### src/rtl/booth_pkg.sv
package booth_pkg;
  typedef enum logic [1:0] {
    OP_NONE = 2'd0,
    OP_ADD  = 2'd1,
    OP_SUB  = 2'd2
  } booth_op_e;
endpackage

### src/rtl/booth_recoder.sv
module booth_recoder
  import booth_pkg::*;
(
  input  logic      q0_i,
  input  logic      qe_i,
  output booth_op_e op_o
);
  // run start subtracts, run end adds, inside a run nothing
  always_comb begin
    unique case ({q0_i, qe_i})
      2'b10:   op_o = OP_SUB;
      2'b01:   op_o = OP_ADD;
      default: op_o = OP_NONE;
    endcase
  end
endmodule

### src/rtl/booth_addsub.sv
module booth_addsub
  import booth_pkg::*;
#(
  parameter int OP_W = 5,
  parameter int P_W  = OP_W + 1
) (
  input  logic [P_W-1:0]  p_i,
  input  logic [OP_W-1:0] m_i,
  input  booth_op_e       op_i,
  output logic [P_W-1:0]  sum_o
);
  localparam int EXT_W = P_W - OP_W;

  logic [P_W-1:0] m_ext;
  assign m_ext = {{EXT_W{m_i[OP_W-1]}}, m_i};

  // subtraction adds the two's complement; carry out dropped
  always_comb begin
    unique case (op_i)
      OP_ADD:  sum_o = p_i + m_ext;
      OP_SUB:  sum_o = p_i + ~m_ext + P_W'(1);
      default: sum_o = p_i;
    endcase
  end
endmodule

### src/rtl/booth_ctrl.sv
module booth_ctrl #(
  parameter int OP_W = 5
) (
  input  logic clk_i,
  input  logic rst_ni,
  input  logic start_i,
  output logic ready_o,
  output logic load_o,
  output logic step_o
);
  localparam int CNT_W = $clog2(OP_W + 1);
  localparam logic [CNT_W-1:0] LAST = CNT_W'(OP_W - 1);

  logic             busy_q;
  logic [CNT_W-1:0] cnt_q;

  assign ready_o = ~busy_q;
  assign load_o  = start_i & ~busy_q;
  assign step_o  = busy_q;

  always_ff @(posedge clk_i or negedge rst_ni) begin
    if (!rst_ni) begin
      busy_q <= 1'b0;
      cnt_q  <= '0;
    end else if (load_o) begin
      busy_q <= 1'b1;
      cnt_q  <= '0;
    end else if (busy_q) begin
      cnt_q <= cnt_q + CNT_W'(1);
      if (cnt_q == LAST) busy_q <= 1'b0;
    end
  end


  cnt_range_chk: assert property (@(posedge clk_i) disable iff (!rst_ni)
    busy_q |-> cnt_q <= LAST);


  ack_chk: assert property (@(posedge clk_i) disable iff (!rst_ni)
    (start_i && ready_o) |=> !ready_o);


  busy_ignore_chk: assert property (@(posedge clk_i) disable iff (!rst_ni)
    (busy_q && cnt_q != LAST) |=> busy_q);
endmodule

### src/rtl/booth_mul.sv
module booth_mul
  import booth_pkg::*;
#(
  parameter int MAG_W = 4,
  parameter int OP_W  = MAG_W + 1,
  parameter int PR_W  = 2 * OP_W
) (
  input  logic            clk_i,
  input  logic            rst_ni,
  input  logic            start_i,
  input  logic [OP_W-1:0] a_i,
  input  logic [OP_W-1:0] b_i,
  output logic            ready_o,
  output logic [PR_W-1:0] prod_o
);
  localparam int P_W = OP_W + 1;  // guard bit for the most negative multiplicand

  logic            load, step;
  logic [OP_W-1:0] m_r, q_r;
  logic [P_W-1:0]  p_r, sum;
  logic            qe_r;
  booth_op_e       op;

  booth_ctrl #(.OP_W(OP_W)) u_ctrl (
    .clk_i   (clk_i),
    .rst_ni  (rst_ni),
    .start_i (start_i),
    .ready_o (ready_o),
    .load_o  (load),
    .step_o  (step)
  );

  booth_recoder u_rec (
    .q0_i (q_r[0]),
    .qe_i (qe_r),
    .op_o (op)
  );

  booth_addsub #(.OP_W(OP_W), .P_W(P_W)) u_as (
    .p_i   (p_r),
    .m_i   (m_r),
    .op_i  (op),
    .sum_o (sum)
  );

  // {P,Q,Qe} shifted right as one, sign copied in
  always_ff @(posedge clk_i or negedge rst_ni) begin
    if (!rst_ni) begin
      m_r  <= '0;
      q_r  <= '0;
      p_r  <= '0;
      qe_r <= 1'b0;
    end else if (load) begin
      m_r  <= a_i;
      q_r  <= b_i;
      p_r  <= '0;
      qe_r <= 1'b0;
    end else if (step) begin
      p_r  <= {sum[P_W-1], sum[P_W-1:1]};
      q_r  <= {sum[0], q_r[OP_W-1:1]};
      qe_r <= q_r[0];
    end
  end

  assign prod_o = {p_r[OP_W-1:0], q_r};


  qe_shift_chk: assert property (@(posedge clk_i) disable iff (!rst_ni)
    !ready_o |=> qe_r == $past(q_r[0]));


  sign_copy_chk: assert property (@(posedge clk_i) disable iff (!rst_ni)
    !ready_o |=> p_r[P_W-1] == p_r[P_W-2]);


  guard_chk: assert property (@(posedge clk_i) disable iff (!rst_ni)
    ready_o |-> p_r[P_W-1] == p_r[OP_W-1]);


  hold_chk: assert property (@(posedge clk_i) disable iff (!rst_ni)
    (ready_o && !start_i) |=> $stable(prod_o));


  qe_clear_chk: assert property (@(posedge clk_i) disable iff (!rst_ni)
    (start_i && ready_o) |=> !qe_r);
endmodule

### config.mk
export PLATFORM = sky130hd
export DESIGN_NAME = booth_mul
export DESIGN_NICKNAME = d
export VERILOG_FILES = /design/src/rtl/booth_pkg.sv /design/src/rtl/booth_recoder.sv /design/src/rtl/booth_addsub.sv /design/src/rtl/booth_ctrl.sv /design/src/rtl/booth_mul.sv
export SDC_FILE = /design/constraint.sdc
export NUM_CORES = 1
export LEC_CHECK = 0
export ABC_CLOCK_PERIOD_IN_PS = 4400
export BUFFER_PORTS_ARGS = -buffer_cell sky130_fd_sc_hd__clkbuf_2
export CAP_MARGIN = 25
export CORE_MARGIN = 2
export CORE_UTILIZATION = 45
export CTS_CLUSTER_SIZE = 10
export DETAILED_ROUTE_END_ITERATION = 8
export GPL_TIMING_DRIVEN = 0
export HOLD_SLACK_MARGIN = 0.12
export PLACE_DENSITY = 0.74
export SLEW_MARGIN = 5
export SYNTH_ARGS = -nofsm -noshare
export SYNTH_HDL_FRONTEND = slang
export SYNTH_SLANG_ARGS = --single-unit
### constraint.sdc
create_clock -name clk_i -period 4.4 [get_ports clk_i]
set_input_delay 0.88 -clock clk_i [delete_from_list [all_inputs] [get_ports clk_i]]
set_output_delay 0.88 -clock clk_i [all_outputs]
set_load 0.03 [all_outputs]
==> impl_metrics.py <==
metrics = {
    "power": {
        "p_seq_share_pct": 29.1,
        "p_clk_share_pct": 9.0,
        "power_frac_comb_pct": 61.9,
        "power.total_w": 0.00119,
        "max-vdd-ir-drop_mv": 0.458,
        "swShare_pct": 47.9,
        "powerDensity_mw_per_mm2": 796,
        "switching_power_w": 0.000568,
        "intPower_w": 0.000618,
        "p_leak_nw": 0.749,
    },
    "synth": {
        "yosysUniqueCellTypes": 35,
        "synth-edff-count": 0,
        "ys_seq_area_share_pct": 38.4,
        "synth_flop_cell": "dfrtp_1",
        "yosys.area_share.simple_pct": 14.8,
        "synthAdderAreaFrac_pct": 16.5,
        "muxShareOfSynthArea_pct": 4.70,
        "synth.cell_area_sq_mm": 0.00131,
        "synth-seq-cells": 20,
        "async_reset_ff_share_pct": 100,
        "yosys_warnings": 0,
        "avgSynthCellArea_sq_um": 9.26,
        "synth_fp_nets": 170,
        "syn_inst": 141,
        "synth_top_family_by_area": "compound AO/OA/AOI/OAI gates",
        "synth_xor_area_share_pct": 3.36,
        "synth-compound-area-share_pct": 16.7,
    },
    "floorplanning": {
        "io_pins": 24,
        "start_util_pct": 47.3,
        "die_h_microns": 57.9,
        "die_area_sq_mm": 0.00335,
        "core_sq_mm": 0.00276,
        "die_w_microns": 57.9,
        "rows": 19,
    },
    "drt": {
        "wire_per_inst_microns": 13.5,
        "num_vias": 1096,
        "drt_iter0_drc": 49,
        "ant_nets": 0,
        "firstDrtPassIters": 5,
        "vias_per_cell": 5.54,
        "drc": 0,
        "routed_wl_mm": 2.68,
    },
    "clocking": {
        "postCtsHoldBufs": 0,
        "root_buffer": "clkbuf_4",
        "cts_buffers": 3,
        "cts_tree": "done",
        "cts_resized": 0,
        "clock_tree.buffer_depth": 2,
        "cts_setup_buffers": 0,
        "htree_levels": 1,
        "insertion_delay_ns": 0.30,
        "path_clk_slew_ns": 0.12,
        "cts_sinks": 20,
    },
    "global_route": {
        "grt_util_all_layers_pct": 17.4,
        "grt_pass1_wl_mm": 4.47,
        "gr-total-overflow": 0,
        "grt_pass1_vias": 1055,
        "antenna_found_initial": 0,
        "grt_max_degree": 21,
    },
    "timing": {
        "finalSetupViolCount": 0,
        "finalCritPeriodShare_pct": 51.9,
        "rsz0062_at_grt": "false",
        "max_freq_mhz": 438,
        "fin_crit_ns": 2.29,
        "finClkSkew_ns": 0.0107,
        "slew_headroom_pct": 66.1,
        "finalMaxSlewViolations": 0,
        "tightest_slew_ns": 0.507,
        "finalHoldViolations": 0,
        "setup_tns_ns": 0,
    },
    "layout": {
        "n_antenna_cell": 0,
        "drive_gt1_share_pct": 19.8,
        "syn2layout_area_growth_pct": 14.2,
        "layout_commonest_cell": "clkbuf_2",
        "final-instance-count-excl-fill": 198,
        "most-common-layout-cells": "clkbuf_2 (22), dfrtp_1 (20), nand2_1 (19)",
        "num-nets-final": 197,
    },
    "place": {
        "post-dp-hpwl_mm": 2.07,
        "place.gp.congestion": 0.792,
        "dp.cells": 194,
        "portBuffers": 22,
    },
    "critical_path": {
        "start_kind": "flip-flop",
        "cp_max_fo": 10,
        "arrival_ns": 1.41,
        "crit_type": "reg2out",
        "critPathRequiredTime_ns": 3.52,
        "crit_path_end_kind": "output port",
    },
    "worst_hold_path": {
        "hold_class": "in2async",
    },
    "status": {
        "status": "finished clean",
    },
    "flow_run": {
        "maxCapViolations": 0,
    },
}
final cells by class:
class	count	area [sq um]
Buffer	6	28.8
Clock buffer	4	36.3
Fill cell	257	1270
Inverter	12	45.0
Multi-Input combinational cell	103	731
Sequential cell	20	500
Tap cell	31	38.8
Timing Repair Buffer	22	110
through the flow:
step           setup slack, ns  instance area [sq um]  util, %  hold slack, ns
5_1_grt                   2.03                   1490     54.0           0.558
2_1_floorplan             2.45                   1310        -           0.478
6_report                  2.11                   1490     54.0           0.515
3_5_place_dp              2.35                   1450     52.7           0.510
3_3_place_gp              2.44                   1450     52.7           0.494
4_1_cts                   2.12                   1490     54.0           0.529
final timing paths:
path	slack (ns)	end	depth (start not counted)	from
max	2.11	ready_o	3	u_ctrl.step_o
min	0.51	q_r[2]	1	rst_ni
max reg2reg	2.36	p_r[3]	9	p_r[0]
min reg2reg	0.52	u_ctrl.step_o	1	u_ctrl.cnt_q[2]
max in group asynchronous	3.54	m_r[1]	1	rst_ni
min in group clk_i	0.52	u_ctrl.step_o	1	u_ctrl.cnt_q[2]
flip-flops by register name, indices dropped and copies added, names as in the netlist:
| signal | count |
|---|---|
| p_r | 5 |
| u_ctrl.cnt_q | 3 |
| qe_r | 1 |
| u_ctrl.step_o | 1 |
| m_r | 5 |
| q_r | 5 |
critical path, cell delays in order (launching register included):
cell,delay [ns]
dfrtp_1,0.34
clkbuf_1,0.32
inv_1,0.21
clkbuf_2,0.23
cells by family after synthesis:
family | Yosys count
AO/OA/AOI/OAI | 35
XOR/XNOR | 5
adder cells (fa/ha/maj) | 16
buffers and inverters | 18
flip-flops | 20
multiplexers | 6
AND/OR/NAND/NOR | 41
Yosys cell counts (all sizes together), types with 2 or more instances:
cell type	count	area (sq um)
o211ai	2	20.0
mux2i	5	50.1
o21ai	14	70.1
dfrtp	20	500
buf	3	17.5
nand2	19	71.3
nor2b	4	25.0
nand2b	3	18.8
nor3	2	10.0
a31oi	2	12.5
xnor2	4	35.0
inv	12	45.0
ha	14	175
nor2	8	30.0
fa	2	40.0
clkbuf	3	11.3
a21oi	7	35.0
a22oi	2	15.0
metal layers:
metal / vias up / routed length, microns / track usage [%]
met5: - / 0 / 0
li1: 529 / - / -
met4: 0 / 51 / 7.64
met1: 521 / 1170 / 21.1
met3: 7 / 141 / 2.46
met2: 39 / 1320 / 30.5
power groups by stage:
stage | combinational, W | sequential (W) | clock [W]
floorplan | 0.000508 | 0.000391 | 0
finish | 0.000735 | 0.000345 | 0.000107
global route | 0.000825 | 0.000358 | 0.000114
detailed placement | 0.000732 | 0.000349 | 0
CTS | 0.000738 | 0.000345 | 0.000108
global placement | 0.000697 | 0.000342 | 0
No activity file was read; power rests on OpenSTA's default activity.
